==> config.mk <==
export PLATFORM = sky130hd
export DESIGN_NAME = cfg_init_ctrl
export DESIGN_NICKNAME = d
export VERILOG_FILES = /design/src/rtl/cfg_init_ctrl.sv
export SDC_FILE = /design/constraint.sdc
export NUM_CORES = 1
export LEC_CHECK = 0
export BUFFER_PORTS_ARGS = -buffer_cell sky130_fd_sc_hd__clkbuf_2
export CAP_MARGIN = 20
export CORE_ASPECT_RATIO = 0.5
export CORE_MARGIN = 3
export CORE_UTILIZATION = 50
export DETAILED_ROUTE_END_ITERATION = 8
export PLACE_DENSITY_LB_ADDON = 0.3
export SLEW_MARGIN = 25
export SYNTH_ARGS = -nofsm -noshare
export SYNTH_HDL_FRONTEND = slang
export SYNTH_SLANG_ARGS = --single-unit
export TNS_END_PERCENT = 5
==> constraint.sdc <==
create_clock -name clk -period 4.61 [get_ports clk]
set_input_delay 0.461 -clock clk [delete_from_list [all_inputs] [get_ports clk]]
set_output_delay 0.461 -clock clk [all_outputs]
set_load 0.01 [all_outputs]
==> src/rtl/cfg_init_ctrl.sv <==
module cfg_init_ctrl #(
  parameter int LBASE = 32,
  parameter int CFG_W = 55,
  localparam int LMAX    = 4 * LBASE,
  localparam int CODE_AW = $clog2(LMAX),
  localparam int CLR_AW  = $clog2(3 * LMAX),
  localparam int CNT_W   = $clog2(LMAX + CFG_W + 3)
) (
  input  logic               clk,
  input  logic               rst_n,
  input  logic               ack,
  input  logic               txd,
  output logic               req,
  output logic               code_we,
  output logic [CODE_AW-1:0] code_addr,
  output logic               code_bit,
  output logic [CFG_W-1:0]   cfg_word,
  output logic               clr_we,
  output logic [CLR_AW-1:0]  clr_addr,
  output logic               op_active,
  output logic               init_done
);

  typedef enum logic [1:0] {S_RST, S_REC, S_ERASE, S_OP} st_t;

  st_t              st;
  logic [2:0]       rsync;
  logic             srst_n;
  logic             ack_q, dat_q;
  logic [1:0]       lcode;
  logic [CNT_W-1:0] bcnt, llen, nbits;
  logic [CLR_AW-1:0] erase_last;
  logic             take;

  always_ff @(posedge clk) rsync <= {rsync[1:0], rst_n};
  assign srst_n = rsync[2];

  always_comb begin
    case (lcode)
      2'd0:    llen = CNT_W'(LBASE);
      2'd1:    llen = CNT_W'(2 * LBASE);
      default: llen = CNT_W'(4 * LBASE);
    endcase
  end

  assign nbits      = llen + CNT_W'(CFG_W + 2);
  assign erase_last = CLR_AW'(llen) * CLR_AW'(3) - CLR_AW'(1);
  assign take       = (st == S_REC) && req && ack_q;

  always_ff @(posedge clk) begin
    if (!srst_n) begin
      st        <= S_RST;
      ack_q     <= 1'b0;
      dat_q     <= 1'b0;
      req       <= 1'b0;
      bcnt      <= '0;
      lcode     <= '0;
      code_we   <= 1'b0;
      code_addr <= '0;
      code_bit  <= 1'b0;
      cfg_word  <= '0;
      clr_we    <= 1'b0;
      clr_addr  <= '0;
      op_active <= 1'b0;
      init_done <= 1'b0;
    end else begin
      ack_q     <= ack;
      dat_q     <= txd;
      code_we   <= 1'b0;
      init_done <= 1'b0;
      case (st)
        S_RST: begin
          st  <= S_REC;
          req <= 1'b1;
        end
        S_REC: begin
          if (take) begin
            req  <= 1'b0;
            bcnt <= bcnt + CNT_W'(1);
            if (bcnt < CNT_W'(2))
              lcode[bcnt[0]] <= dat_q;
            else if (bcnt < llen + CNT_W'(2)) begin
              code_we   <= 1'b1;
              code_addr <= CODE_AW'(bcnt - CNT_W'(2));
              code_bit  <= dat_q;
            end else
              cfg_word <= {dat_q, cfg_word[CFG_W-1:1]};
            if (bcnt == nbits - CNT_W'(1)) begin
              st       <= S_ERASE;
              clr_we   <= 1'b1;
              clr_addr <= '0;
            end
          end else if (!req && !ack_q) begin
            req <= 1'b1;
          end
        end
        S_ERASE: begin
          if (clr_addr == erase_last) begin
            clr_we    <= 1'b0;
            st        <= S_OP;
            op_active <= 1'b1;
            init_done <= 1'b1;
          end else begin
            clr_addr <= clr_addr + CLR_AW'(1);
          end
        end
        default: ;
      endcase
    end
  end

  p_idle_quiet_r1: assert property (@(posedge clk) disable iff (!srst_n)
    (st == S_RST) |-> (!req && !code_we && !clr_we && !op_active));

  p_req_drop_r2: assert property (@(posedge clk) disable iff (!srst_n)
    (st == S_REC && req && ack_q) |=> !req);

  p_req_wait_r2: assert property (@(posedge clk) disable iff (!srst_n)
    (!req && ack_q) |=> !req);

  p_no_code_in_clear_r7: assert property (@(posedge clk) disable iff (!srst_n)
    clr_we |-> !code_we);

  p_clr_step_r7: assert property (@(posedge clk) disable iff (!srst_n)
    (clr_we && $past(clr_we)) |-> (clr_addr == $past(clr_addr) + CLR_AW'(1)));

  p_done_with_op_r8: assert property (@(posedge clk) disable iff (!srst_n)
    $rose(op_active) |-> (init_done && !clr_we));

  p_op_sticky_r8: assert property (@(posedge clk) disable iff (!srst_n)
    op_active |=> op_active);

endmodule

-- After elaboration in Yosys (flattened, before gate mapping)
Cells that the tools add are included.
- output and inout bits: 77
- bits in registers: 94
- word-level logic and storage cells: 85
- equal/unequal tests: 10
- multiplexer cells: 21
- order comparisons: 4
- $mul: 1
- bitwise gates (word level): 5
- reductions and logical operators: 22
- $add $sub $neg: 7
- operator list (kind ; count):
    9-bit 2-to-1 mux ; 3
    4-bit AND reduction ; 5
    9-bit one-hot mux with 2 select lines ; 1
    8-bit one-hot mux with 2 select lines ; 1
    9-bit by 1-bit adder with 9-bit output, second input constant ; 1
    9-bit equality test ; 1
    8-bit by 2-bit multiplier with 9-bit output, second input constant ; 1
    9-bit by 1-bit subtractor with 9-bit output, second input constant ; 1
    8-bit by 1-bit adder with 8-bit output, second input constant ; 1
    8-bit by 2-bit adder with 8-bit output, second input constant ; 1
    8-bit by 6-bit adder with 8-bit output, second input constant ; 1
    8-bit equality test ; 1
    8-bit by 2-bit less-than comparator with 1-bit output, second input constant ; 1
    8-bit less-than comparator ; 1
    1-bit 2-to-1 mux ; 8
    2-bit AND reduction ; 4
    8-bit by 1-bit subtractor with 8-bit output, second input constant ; 1
    7-bit by 2-bit subtractor with 7-bit output, second input constant ; 1
    2-bit 2-to-1 mux ; 3
    2-bit != test, second input constant ; 3
    2-bit one-hot mux with 3 select lines ; 1
    1-bit NOT ; 5
    2-bit by 1-bit equality test with 1-bit output, second input constant ; 2
    1-bit logical AND ; 4
    14 further kinds ; 18

-- Depth between registers and ports, before layout
- depth in word-level cells: 8
- depth in mapped cells: 9
- depth with buffers taken out: 8

-- Worst setup path before layout
OpenSTA, ideal clock, no wires.
- path type: reg2reg
- start point: register lcode[0]
- end point: register clr_addr[7]
- stages on the path, launching flop included: 9
- path buffers: 0
- required time: 4534 ps
- path slack: 2397 ps
- data arrival time: 2138 ps
- library setup time: 76 ps
- period minus slack after synthesis: 2213 ps
- cells stage by stage: dfxtp_1 > nor2_1 > inv_1 > ha_1 > nor3b_1 > o2111ai_1 > and2_1 > or4_1 > a31oi_1
- longest elaborated chain between the ends: 7
- elaborated cells between the ends (all ways): 12
- those cells by class: add/sub: 3; mul: 1; eq/ne: 5; mux: 1; reduce/logical: 2
- RTL lines (element ; line ; text):
    start: declaration ; 30 ; logic [1:0] lcode;
    start signal: indexed assignment ; 81 ; lcode[bcnt[0]] <= dat_q;
    2-bit by 1-bit equality test with 1-bit output / 2-bit logical NOT (equally long branches) ; 39 ; case (lcode)
    8-bit one-hot mux with 2 select lines (*) ; 39 ;
    8-bit by 2-bit multiplier with 9-bit output / 8-bit by 6-bit adder with 8-bit output (equally long branches) ; 47, 46 ;
    9-bit by 1-bit subtractor with 9-bit output / 8-bit by 1-bit subtractor with 8-bit output (equally long branches) ; 47, 88 ;
    9-bit equality test / 8-bit equality test (equally long branches) ; 98, 88 ;
    2-bit != test (no source line) / 2-bit by 1-bit != test with 1-bit output (equally long branches) ; -- ;
    4-bit AND reduction (no source line) (*) ; -- ;
    end signal: assignment ; 104 ; clr_addr <= clr_addr + CLR_AW'(1);
    end: declaration ; 19 ; output logic [CLR_AW-1:0] clr_addr,
Every way passes the cells marked *; elsewhere a longest branch is shown, timed or not.
A chain may end at the register's enable or synchronous reset.

-- Worst setup path in the final report
- start point: register st[1]
- end point: register cfg_word[13]
- longest elaborated chain between the ends: 4
- RTL lines (element ; line ; text):
    start: declaration ; 26 ; st_t st;
    start signal: assignment ; 52 ; st <= S_RST;
    start signal: assignment ; 73 ; st <= S_REC;
    start signal: assignment ; 89 ; st <= S_ERASE;
    2-bit by 1-bit equality test with 1-bit output (*) ; 48, 71 ;
    1-bit logical AND (2 in a row) ; 48 ; assign take = (st == S_REC) && req && ack_q;
    4-bit AND reduction (no source line) (*) ; -- ;
    end signal: assignment ; 87 ; cfg_word <= {dat_q, cfg_word[CFG_W-1:1]};
    end: declaration ; 17 ; output logic [CFG_W-1:0] cfg_word,
Marked as above.

==> results.toml <==
[outcome]
status = "completed"

[worst_setup_path]
required_ns = 4.87
cp_max_fo = 19
cp-start-kind = "register"
crit_path_cell_trace = "inv_1, ha_1, and3_1, o41ai_2, nor2_4, buf_4, mux2i_1"
crit_buf_inv = 2
cpPeakStageDelay_ns = 0.53
crit_family = "simple AND/OR/NAND/NOR gates"
r2r_end = "cfg_word[13]"
reg2reg_depth = 7
cp.arrival_ns = 2.93
r2r_slack_ns = 1.94
critPathKind = "register to register"
rr_startpoint = "st[1]"
crit_cells = 7
cp_slowest_cell = "nor2_4"
end_kind = "register"

[yosys]
yosysTopAreaCell = "dfxtp_1"
syn_inst = 405
synth_edf_count = 0
synth_area_per_cell_um2 = 9.843
ys_warn_count = 0
ys_seq_area_frac = 0.4721
ys_top_cells_by_area = "dfxtp_1 47%, mux2i_1 16%, nand2_1 6.8%"
yosys_register_bits = 94
synth.top_cell.area_share = 0.4721
synth_cell_type_count = 54
synth.cell_area_um2 = 3986
ys.flop_type = "dfxtp_1"
async_flop_share = 0
synth_nets = 422

[global_routing]
grt_remaining_overflow = 0
grt.total_usage = 0.1762
grt_max_degree = 72
grt_pass1_wl_um = 13350
grt_pass1_vias = 2826
antenna_found_initial = 0

[sta]
setup_tns_ns = 0
max_freq_mhz = 375.2
finClkSkew_ns = 0.003128
worstMarginPinSlew_ns = 0.7050
post-route-period-util = 0.5781
layout_min_cycle_time_ns = 2.665
setup_ws_ns = 1.945
timing.hold.ws_ns = 0.2319
setup_viol = 0
rsz0062_at_grt = "no"
slew_headroom = 0.5285
final_max_slew_viol_count = 0
hold_viol = 0

[cts]
post-cts-setup-buffers = 0
cts_hold_buf = 0
clkSinkCount = 94
clkTransAtPathRegs_ns = 0.06
clk_latency_ns = 0.34
h-tree-depth = 3
cts_tree = "built"
cts_buffers = 9
cts_resized = 0
clk_root_buffer_cell = "clkbuf_16"
clockBufferDepth = 2

[layout]
area_growth_pct = 18.27
layout.nets = 493
multi_input_area_um2 = 1923
diodes = 0
register_area_um2 = 1883
drive_gt1_frac = 0.2308
fillers = 661

[floorplan]
ios = 81
die_width_um = 132.3
die_h_um = 69.14
coreArea_um2 = 7542
start_util = 0.5285
die-area_um2 = 9145
num_rows = 22

[detailed_routing]
wl_per_cell_um = 13.34
drtIter0Drc = 178
routed_wl_um = 7859
num_vias = 3027
viasPerCell = 5.139
remaining_drc_errors = 0
detail_route.first_pass.iterations = 4
ant_nets = 0

[worst_hold_path]
hp-start = "rst_n"
whs_endpoint = "rsync[0]"
hold_class = "primary input to register"
whs_path_depth = 1

[placed_design]
dp_slack_ns = 1.932
hpwl_um = 5463
gp_congestion = 0.8297
port_buffers = 80

[power]
leakagePower_nw = 1.874
p_total_mw = 1.746
power_density_nw_per_um2 = 370.4
vdd_drop_max_mv = 0.2269

[flow_run]
cap_violations = 0
-- registers in the layout (all words and copies together), names as in the netlist, 2 cells and up --
register   flops
rsync          3
st             2
clr_addr       9
lcode          2
cfg_word      55
bcnt           8
code_addr      7
-- where the power goes --
group          leakage [nW]  switching, mW  internal, mW  total, mW
Sequential            0.759         0.0150         0.829      0.844
Clock                 0.143          0.305         0.438      0.743
Combinational         0.972          0.106        0.0529      0.159
Total                  1.87          0.426          1.32       1.75
-- cells by family (layout without fill, tap and decap cells) --
kind of cell               after synthesis  count (layout)  synth area share
adders and majority gates               13              13           0.04080
buffers and inverters                   35             111           0.04677
AOI/OAI and AO/OA                       53              53            0.1052
DFF                                     94              94            0.4721
muxes                                   62              62            0.1557
xor gates and xnor gates                 9               9           0.01977
and+or+nand+nor                        139             139            0.1598
-- cells in the mapped netlist (5+ instances only) --
| master | number |
|---|---|
| a21oi_1 | 11 |
| nor2_1 | 26 |
| nand3_1 | 8 |
| ha_1 | 13 |
| and2_1 | 6 |
| dfxtp_1 | 94 |
| clkbuf_1 | 15 |
| inv_1 | 10 |
| mux2i_1 | 62 |
| buf_6 | 7 |
| xor2_1 | 5 |
| nand2_1 | 72 |
-- final cells by class --
cell class | instances | area share
clock inverter | 4 | 0.01168
timing repair buffer | 84 | 0.09130
multi-input combinational | 276 | 0.4079
tap | 108 | 0.02866
sequential | 94 | 0.3994
inverter | 11 | 0.008758
clock buffer | 12 | 0.05228
-- layout by cell type, fill, tap and decap left out, types with 5 or more instances in the layout --
cell type,count
clkbuf_2,80
clkbuf_16,9
nand2_1,72
dfxtp_1,93
nor2_1,26
and2_1,6
a21oi_1,11
ha_1,13
nand3_1,8
inv_1,10
mux2i_1,62
xor2_1,5
-- stage by stage --
| step | instance area [µm²] | utilization | instances |
|---|---|---|---|
| finish | 4715 | 0.6251 | 589 |
| global route | 4715 | 0.6251 | 589 |
| CTS | 4715 | 0.6251 | 589 |
| detailed placement | 4413 | 0.5851 | 573 |
| global placement | 4413 | 0.5851 | 573 |
| floorplan | 3986 | - | 405 |
-- metal layers --
metal  part of all wire  GRT usage
met1               0.49     0.2360
met2               0.45     0.2724
met3              0.044    0.04810
met4              0.013    0.06797
met5                  0          0
-- how the worst max path moves through the flow --
stage          startpoint      endpoint  slack, ns
4_1_cts             st[1]  cfg_word[13]       1.91
5_1_grt             st[1]  cfg_word[47]       1.67
2_1_floorplan    lcode[0]   clr_addr[7]       2.40
3_5_place_dp        st[1]  cfg_word[13]       1.93
3_3_place_gp        st[1]  cfg_word[47]       2.03
6_report            st[1]  cfg_word[13]       1.94
(Power assumes the default switching activity.)
